### config.mk
export PLATFORM = sky130hd
export DESIGN_NAME = eeprom_word_reader
export DESIGN_NICKNAME = d
export VERILOG_FILES = /design/src/rtl/eeprom_rd_pkg.sv /design/src/rtl/ee_phase_timer.sv /design/src/rtl/ee_shift_out.sv /design/src/rtl/ee_shift_in.sv /design/src/rtl/eeprom_word_reader.sv
export SDC_FILE = /design/constraint.sdc
export NUM_CORES = 1
export LEC_CHECK = 0
export BUFFER_PORTS_ARGS = -buffer_cell sky130_fd_sc_hd__buf_2
export CAP_MARGIN = 30
export CORE_UTILIZATION = 50
export CTS_CLUSTER_DIAMETER = 30
export DETAILED_ROUTE_END_ITERATION = 10
export PLACE_DENSITY_LB_ADDON = 0.08
export SLEW_MARGIN = 20
export SYNTH_ARGS = -nofsm -noshare
export SYNTH_HDL_FRONTEND = slang
export SYNTH_SLANG_ARGS = --single-unit
### constraint.sdc
create_clock -name clk -period 2.25 [get_ports clk]
set_input_delay 0.45 -clock clk [delete_from_list [all_inputs] [get_ports clk]]
set_output_delay 0.45 -clock clk [all_outputs]
set_load 0.02 [all_outputs]
### src/rtl/eeprom_rd_pkg.sv
// Shared types and constants for the serial EEPROM word reader.
// Assumes a three-wire device whose opcodes carry their own start bit.
package eeprom_rd_pkg;

    localparam int WORD_W = 16;

    // Three-bit opcodes; the leading 1 in each is the start bit.
    localparam logic [2:0] OPC_READ  = 3'b110;
    localparam logic [2:0] OPC_WRITE = 3'b101;
    localparam logic [2:0] OPC_ERASE = 3'b111;

    typedef enum logic [2:0] {
        ST_IDLE,    // waiting for start, all pins low
        ST_DESEL,   // one phase with select low before the access
        ST_SELECT,  // select high, clock low, data-in low
        ST_CMD,     // shifting the command word out
        ST_TURN,    // one low clock phase between command and data
        ST_DATA,    // shifting the data word in
        ST_FIN      // select released, done pulse
    } seq_state_t;

endpackage

### src/rtl/ee_phase_timer.sv
// Phase timer: while run is high, raises tick on the last system clock of
// every PHASE_CYC-long phase. Assumes PHASE_CYC >= 1; cleared when run is low.
module ee_phase_timer #(
    parameter int PHASE_CYC = 2
) (
    input  logic clk,
    input  logic rst_n,
    input  logic run,
    output logic tick
);
    localparam int CW = (PHASE_CYC > 1) ? $clog2(PHASE_CYC) : 1;

    logic [CW-1:0] cnt;

    // End of phase when the count reaches its last value.
    assign tick = run && (cnt == CW'(PHASE_CYC - 1));

    // Count system clocks inside the current phase.
    always_ff @(posedge clk) begin
        if (!rst_n)
            cnt <= '0;
        else if (!run || tick)
            cnt <= '0;
        else
            cnt <= cnt + 1'b1;
    end
endmodule

### src/rtl/ee_shift_out.sv
// Parallel-load, MSB-first shift register for the outgoing command.
// Assumes load and shift are never requested in the same cycle.
module ee_shift_out #(
    parameter int W = 9
) (
    input  logic         clk,
    input  logic         rst_n,
    input  logic         load,
    input  logic         shift,
    input  logic [W-1:0] din,
    output logic         msb
);
    logic [W-1:0] sr;

    assign msb = sr[W-1];

    // Load the command word, then move it left one bit per request.
    always_ff @(posedge clk) begin
        if (!rst_n)
            sr <= '0;
        else if (load)
            sr <= din;
        else if (shift)
            sr <= {sr[W-2:0], 1'b0};
    end
endmodule

### src/rtl/ee_shift_in.sv
// Serial-in register collecting the incoming word MSB first.
// Assumes exactly W enables per access after a clear.
module ee_shift_in #(
    parameter int W = 16
) (
    input  logic         clk,
    input  logic         rst_n,
    input  logic         clr,
    input  logic         en,
    input  logic         bit_in,
    output logic [W-1:0] q
);
    // Clear at access start, append one sampled bit per enable.
    always_ff @(posedge clk) begin
        if (!rst_n)
            q <= '0;
        else if (clr)
            q <= '0;
        else if (en)
            q <= {q[W-2:0], bit_in};
    end
endmodule

### src/rtl/eeprom_word_reader.sv
// Serial EEPROM word reader. On start, it selects the device, shifts out the
// read command {110, addr} MSB first, clocks in 16 data bits, then releases
// select and pulses done. Every shift-clock phase lasts PHASE_CYC clocks.
// Assumes ee_do is already synchronous to clk; start is ignored while busy.
module eeprom_word_reader
    import eeprom_rd_pkg::*;
#(
    parameter int ADDR_W    = 6,
    parameter int PHASE_CYC = 2
) (
    input  logic              clk,
    input  logic              rst_n,
    input  logic              start,
    input  logic [ADDR_W-1:0] addr,
    input  logic              ee_do,
    output logic              ee_cs,
    output logic              ee_sk,
    output logic              ee_di,
    output logic [WORD_W-1:0] rd_data,
    output logic              done
);
    localparam int CMD_W  = ADDR_W + 3;
    localparam int MAXB   = (CMD_W > WORD_W) ? CMD_W : WORD_W;
    localparam int BCNT_W = $clog2(MAXB);

    seq_state_t        state;
    logic              half;      // 1 while the shift clock is high
    logic [BCNT_W-1:0] bcnt;
    logic              tick;
    logic              run;
    logic              cmd_msb;
    logic              cmd_load;
    logic              cmd_shift;
    logic              dat_en;
    logic [WORD_W-1:0] dat_q;
    logic [CMD_W-1:0]  cmd_word;

    // Command = address ORed with the read opcode placed above it.
    assign cmd_word  = (CMD_W'(OPC_READ) << ADDR_W) | CMD_W'(addr);

    // Timer runs during every timed phase of an access.
    assign run       = (state != ST_IDLE) && (state != ST_FIN);
    assign cmd_load  = (state == ST_IDLE) && start;
    assign cmd_shift = (state == ST_CMD) && tick && half;
    assign dat_en    = (state == ST_DATA) && tick && half;

    ee_phase_timer #(.PHASE_CYC(PHASE_CYC)) u_timer (
        .clk   (clk),
        .rst_n (rst_n),
        .run   (run),
        .tick  (tick)
    );

    ee_shift_out #(.W(CMD_W)) u_cmd (
        .clk   (clk),
        .rst_n (rst_n),
        .load  (cmd_load),
        .shift (cmd_shift),
        .din   (cmd_word),
        .msb   (cmd_msb)
    );

    ee_shift_in #(.W(WORD_W)) u_dat (
        .clk    (clk),
        .rst_n  (rst_n),
        .clr    (cmd_load),
        .en     (dat_en),
        .bit_in (ee_do),
        .q      (dat_q)
    );

    // Access sequencer: phase order, clock half and bit count.
    always_ff @(posedge clk) begin
        if (!rst_n) begin
            state   <= ST_IDLE;
            half    <= 1'b0;
            bcnt    <= '0;
            rd_data <= '0;
        end else begin
            case (state)
                ST_IDLE:   if (start) state <= ST_DESEL;
                ST_DESEL:  if (tick)  state <= ST_SELECT;
                ST_SELECT: if (tick) begin
                    state <= ST_CMD;
                    half  <= 1'b0;
                    bcnt  <= '0;
                end
                ST_CMD: if (tick) begin
                    if (!half) begin
                        half <= 1'b1;
                    end else begin
                        half <= 1'b0;
                        if (bcnt == BCNT_W'(CMD_W - 1))
                            state <= ST_TURN;
                        else
                            bcnt <= bcnt + 1'b1;
                    end
                end
                ST_TURN: if (tick) begin
                    state <= ST_DATA;
                    half  <= 1'b1;
                    bcnt  <= '0;
                end
                ST_DATA: if (tick) begin
                    if (half) begin
                        half <= 1'b0;
                    end else if (bcnt == BCNT_W'(WORD_W - 1)) begin
                        state   <= ST_FIN;
                        rd_data <= dat_q;
                    end else begin
                        bcnt <= bcnt + 1'b1;
                        half <= 1'b1;
                    end
                end
                ST_FIN:  state <= ST_IDLE;
                default: state <= ST_IDLE;
            endcase
        end
    end

    // Pin decode from the sequencer state.
    always_comb begin
        ee_cs = (state == ST_SELECT) || (state == ST_CMD) ||
                (state == ST_TURN)   || (state == ST_DATA);
        ee_sk = half && ((state == ST_CMD) || (state == ST_DATA));
        ee_di = (state == ST_CMD) && cmd_msb;
        done  = (state == ST_FIN);
    end
endmodule

Word-level counts from Yosys, hierarchy flattened
Cells that the tools add are included.
- eq/ne operators: 22
- muxes and demuxes: 29
- bitwise gates (word level): 2
- add/subtract/negate cells: 2
- reductions and logical operators: 27
- operator list (kind ; number):
    3-bit two-way mux ; 10
    4-bit two-way mux ; 7
    2-bit != test, second input constant ; 12
    9-bit two-way mux ; 2
    3-bit one-hot mux with 6 select lines ; 1
    4-bit one-hot mux with 3 select lines ; 1
    10-bit AND reduction ; 1
    3-bit == test, second input constant ; 3
    1-bit logical AND ; 9
    4-bit == test, second input constant ; 2
    8-bit AND reduction ; 1
    1-bit two-way mux ; 7
    3-bit by 2-bit == test with 1-bit output, second input constant ; 2
    3-bit nonzero test ; 2
    2-bit OR reduction ; 3
    1-bit logical OR ; 5
    5-bit AND reduction ; 1
    4-bit by 1-bit adder with 4-bit output, second input constant ; 1
    1-bit one-hot mux with 4 select lines ; 1
    4-bit AND reduction ; 1
    4-bit nonzero test ; 1
    3-bit by 1-bit == test with 1-bit output, second input constant ; 1
    3-bit zero test ; 1
    3-bit != test, second input constant ; 1
    other kinds (5) ; 6
- flip-flop bits (word level): 50
- output and inout bits: 20

Depth between registers and ports, before layout
- depth in word-level cells: 7
- gate-level depth with buffers: 7
- gate-level depth less buffers: 6

Cells and area by module
A second synthesis with hierarchy kept.
- cell total of the unflattened synthesis: 230
- area total of the unflattened synthesis: 2296.0 um2
- by module, submodules not included (module ; cells an instance ; area each (um2) ; times used ; sequential area each (um2)):
    eeprom_word_reader ; 135 ; 1224.9 ; 1 ; 480.5
    ee_shift_in ; 53 ; 594.3 ; 1 ; 320.3
    ee_shift_out ; 39 ; 440.4 ; 1 ; 180.2
    ee_phase_timer ; 3 ; 36.3 ; 1 ; 20.0

Worst setup path after synthesis
No wires, ideal clock.
- path kind: reg2reg
- start point: register state[1]
- end point: register bcnt[0]
- path buffers: 2
- period minus slack after synthesis: 1.828 ns
- required time: 2.131 ns
- slack: 0.422 ns
- arrival time: 1.710 ns
- stages on the path, launching flop included: 8
- cells stage by stage: dfxtp_1 -> buf_2 -> inv_1 -> ha_1 -> a21o_1 -> or3_1 -> buf_2 -> mux2i_1
- longest elaborated chain between the ends: 5
- ends and longest elaborated chain (item ; RTL line ; text):
    start, declared ; eeprom_word_reader.sv:26 ; seq_state_t state;
    start signal, assigned ; eeprom_word_reader.sv:75 ; state <= ST_IDLE;
    start signal, assigned ; eeprom_word_reader.sv:81 ; ST_IDLE: if (start) state <= ST_DESEL;
    start signal, assigned ; eeprom_word_reader.sv:82 ; ST_DESEL: if (tick) state <= ST_SELECT;
    3-bit != test / 3-bit nonzero test (equally long branches) ; eeprom_word_reader.sv:42 ; assign run = (state != ST_IDLE) && (state != ST_FIN);
    1-bit logical AND ; eeprom_word_reader.sv:42 ;
    1-bit logical AND ; ee_phase_timer.sv:16 ; assign tick = run && (cnt == CW'(PHASE_CYC - 1));
    2-bit by 1-bit != test with 1-bit output (no source line) / 2-bit != test (equally long branches) ; -- ;
    8-bit AND reduction (no source line) ; -- ;
    end signal, assigned ; eeprom_word_reader.sv:96 ; bcnt <= bcnt + 1'b1;
    end signal, assigned ; eeprom_word_reader.sv:111 ; bcnt <= bcnt + 1'b1;
    end, declared ; eeprom_word_reader.sv:28 ; logic [BCNT_W-1:0] bcnt;
Several ways; a longest one is shown, not always the timed one.
A chain may end at the register's enable or synchronous reset.

Worst setup path after layout
- start point: register state[2]
- end point: output ee_sk
- longest elaborated chain between the ends: 3
- ends and longest elaborated chain (item ; RTL line ; text):
    3-bit by 2-bit == test with 1-bit output / 3-bit == test (equally long branches) ; eeprom_word_reader.sv:125 ; ee_sk = half && ((state == ST_CMD) || (state == ST_DATA));
    1-bit logical OR * ; eeprom_word_reader.sv:125 ;
    1-bit logical AND * ; eeprom_word_reader.sv:125 ;
    end, declared ; eeprom_word_reader.sv:17 ; output logic ee_sk,
Every way passes the cells marked *; elsewhere a longest branch is shown, timed or not.

==> results.md <==
* Num CTS Buffers at 5
* Max FO, Critical Path at 10
* Slew @ Worst Pin at 0.573 ns
* Worst-case reg-to-reg path depth at 5
* Cell Pwr Density at ~820 nW/um^2
* CTS tree: built
* Net Count, Synth at a little under 300
* Crit Path Class: reg2out
* H-tree depth at 2
* Synth cell types at 43
* Clk buf depth at 2
* Slew margin rel. at between 60% and 70%
* Most common cell after layout, fill and taps aside: nand2_1
* Cell Area, Synth at roughly 2300 sq um
* Worst path max stage delay at approximately 0.47 ns
* CTS Root Buffer Type: clkbuf_8
* P_leak at 0.980 nW
* Grt total ovfl at 0
* Chip height at between 60 and 70 um
* FMAX at 485 MHz
* Post-synthesis sequential area ratio at 44.0%
* Top cell type by total area after synthesis: dfxtp_1
* First-pass GRT wire length at between 7000 and 8000 um
* Internal at around 1.4 mW
* DRT Wirelength at between 4000 and 5000 um
* CORE AREA at about 4400 sq um
* Clock power frac at between 20% and 30%
* # rows at 24
* Fin. Hold Viols at 0
* Area grow syn2layout at 11.6%
* Ranking of synthesized cells by area: dfxtp_1, nand2_1, a21oi_1
* Die footprint at between 4000 and 5000 sq um
* Hold Buf Count CTS at 0
* Sequential Power Share at roughly 51%
* Final setup violation count at 0
* Status: finished clean
* Via-per-instance ratio at approximately 5.3
* # nets final at 320
* Crit share post-route at roughly 90%
* Slew Viols, Final at 0
* Routed Antenna Nets at 0
* Remaining DRCs at 0
* Max VDD drop at 0.421 mV
* Most frequent cells in the layout: nand2_1, dfxtp_1, a21oi_1, buf_2
* Combinational power share at between 20% and 30%
* Endpoint class of the critical path: output pin
* Slowest cell on the critical path: dfxtp_1
* Ratio of cells with drive above 1 in the final layout at between 10% and 20%
* Vias after detailed routing at around 1900
* Number of synthesized flops with an enable pin at 0
* Filler Cell Count at 433
* Startpoint types: register
* Worst-path clk slew at roughly 0.09 ns
* Dominant synthesized flop cell: dfxtp_1
* Post-synth ARST share at 0%
* Yosys Warn Count at 0
* Crit-path cells: buf_4, xor2_1, and3_1, buf_2
* Mean Syn Cell Area at just over 8 sq um
* Die Wd at 69.4 um
* Cells after synthesis at approximately 280
* Clock Skews at 0.00832 ns
* Clock latency on the worst-skew pair at ~0.31 ns
* Area share of the largest cell type after synthesis at between 40 and 50%
* # IOs at 30
* TNS Setup at 0 ns
* Clk sinks at 50
* Net Sw Frac at 32.3%
* Iter 0 DRT Violations at 88
* Total GRT Usage at approximately a fifth
* Drt wl/cell at 12.3 um
* Critical path arrival at between 1.5 and 2 ns
* First-pass DRT Iterations at 4
* GPL Wtd Cong at approximately 0.80
* P_sw at about 670 uW
* # Max-Cap Violations at 0
* Hold Crit Class: in2reg
* Vias in the first global route at about 1800
* Register bit total from synthesis at 50
* Initial core utilization at 52.2%
* Crit path time final at roughly 2.1 ns
* RSZ-0062 raised after global routing: no
* Antenna violations before repair at 0
* Min Hold Slack at between 0.3 and 0.4 ns
* Setup Buffers After CTS at 0
* Port bufs at 29
* CTS resizes at 0
* Detailed Place HPWL at approximately 3000 um
* Pin count of the biggest net entering global routing at 18
* WP data required at ~1.8 ns
* Ant. Diodes at 0
* Worst hold path stage count at 3
==> final cells by class <==
cell class | count | area [sq um] | area share (%)
inverters | 12 | 45.0 | 1.78
clock inverters | 2 | 13.8 | 0.543
multi-input cells | 199 | 1110 | 43.9
flip-flops and latches | 50 | 1000 | 39.5
repair buffers | 38 | 225 | 8.88
well taps | 52 | 65.1 | 2.57
clock buffers | 6 | 72.6 | 2.86
==> flip-flops by register name, indices dropped and copies added, names as in the netlist <==
| signal | cells |
|---|---|
| rd_data | 16 |
| state | 3 |
| bcnt | 4 |
| u_cmd.sr | 9 |
| u_dat.q | 16 |
| half | 1 |
| u_timer.cnt | 1 |
==> power by group through the flow <==
| stage | Clock [mW] | Combinational (mW) | Sequential [mW] |
|---|---|---|---|
| global route | 0.567 | 0.561 | 1.07 |
| global placement | 0 | 0.501 | 1.07 |
| finish | 0.513 | 0.499 | 1.05 |
| CTS | 0.526 | 0.504 | 1.06 |
| floorplan | 0 | 0.475 | 1.01 |
| detailed placement | 0 | 0.503 | 1.08 |
==> synthesized netlist by cell type, types with 3 or more instances <==
master,n
nor2_1,10
nand3_1,5
o21ai_0,3
a21oi_1,44
buf_6,3
ha_1,4
mux2i_1,11
nand4b_1,4
a211oi_1,5
inv_1,11
buf_2,10
and3_1,4
clkbuf_1,6
dfxtp_1,50
nand2_1,78
==> critical path: cells and delay by family (launching register included) <==
kind | cells | cell delay, ns
DFF | 1 | 0.47
buffers and inverters | 2 | 0.38
xor gates and xnor gates | 1 | 0.26
and+or+nand+nor | 1 | 0.19
==> per-layer routing <==
metal  share of wire [%]  track usage (%)
met2                  45             32.3
met1                  50             26.4
met3                 4.3             5.23
met5                   0                0
met4                 1.2             6.12
==> per-stage QoR <==
stage	area, sq um	total power [mW]	util [%]	cells	setup WS (ns)
CTS	2540	2.09	58.2	359	0.174
global placement	2450	1.57	56.3	351	0.359
global route	2540	2.20	58.2	359	0.0597
floorplan	2270	1.49	-	281	0.422
detailed placement	2450	1.58	56.3	351	0.375
finish	2540	2.07	58.2	359	0.187
==> worst paths after layout <==
path                end  slack, ns        from
min          u_dat.q[0]       0.38       ee_do
max reg2reg     bcnt[1]       0.38    state[1]
min reg2reg  rd_data[9]       0.45  rd_data[9]
max               ee_sk       0.19    state[2]
==> cells by family after synthesis <==
group	Yosys count	synth area share (%)
and+or+nand+nor	120	25.6
DFF	50	44.0
xor gates and xnor gates	1	0.385
muxes	12	5.34
AOI/OAI and AO/OA	62	15.5
buffers and inverters	32	6.99
adders and majority gates	4	2.20
Note: power is estimated with default switching activity, not from simulation.
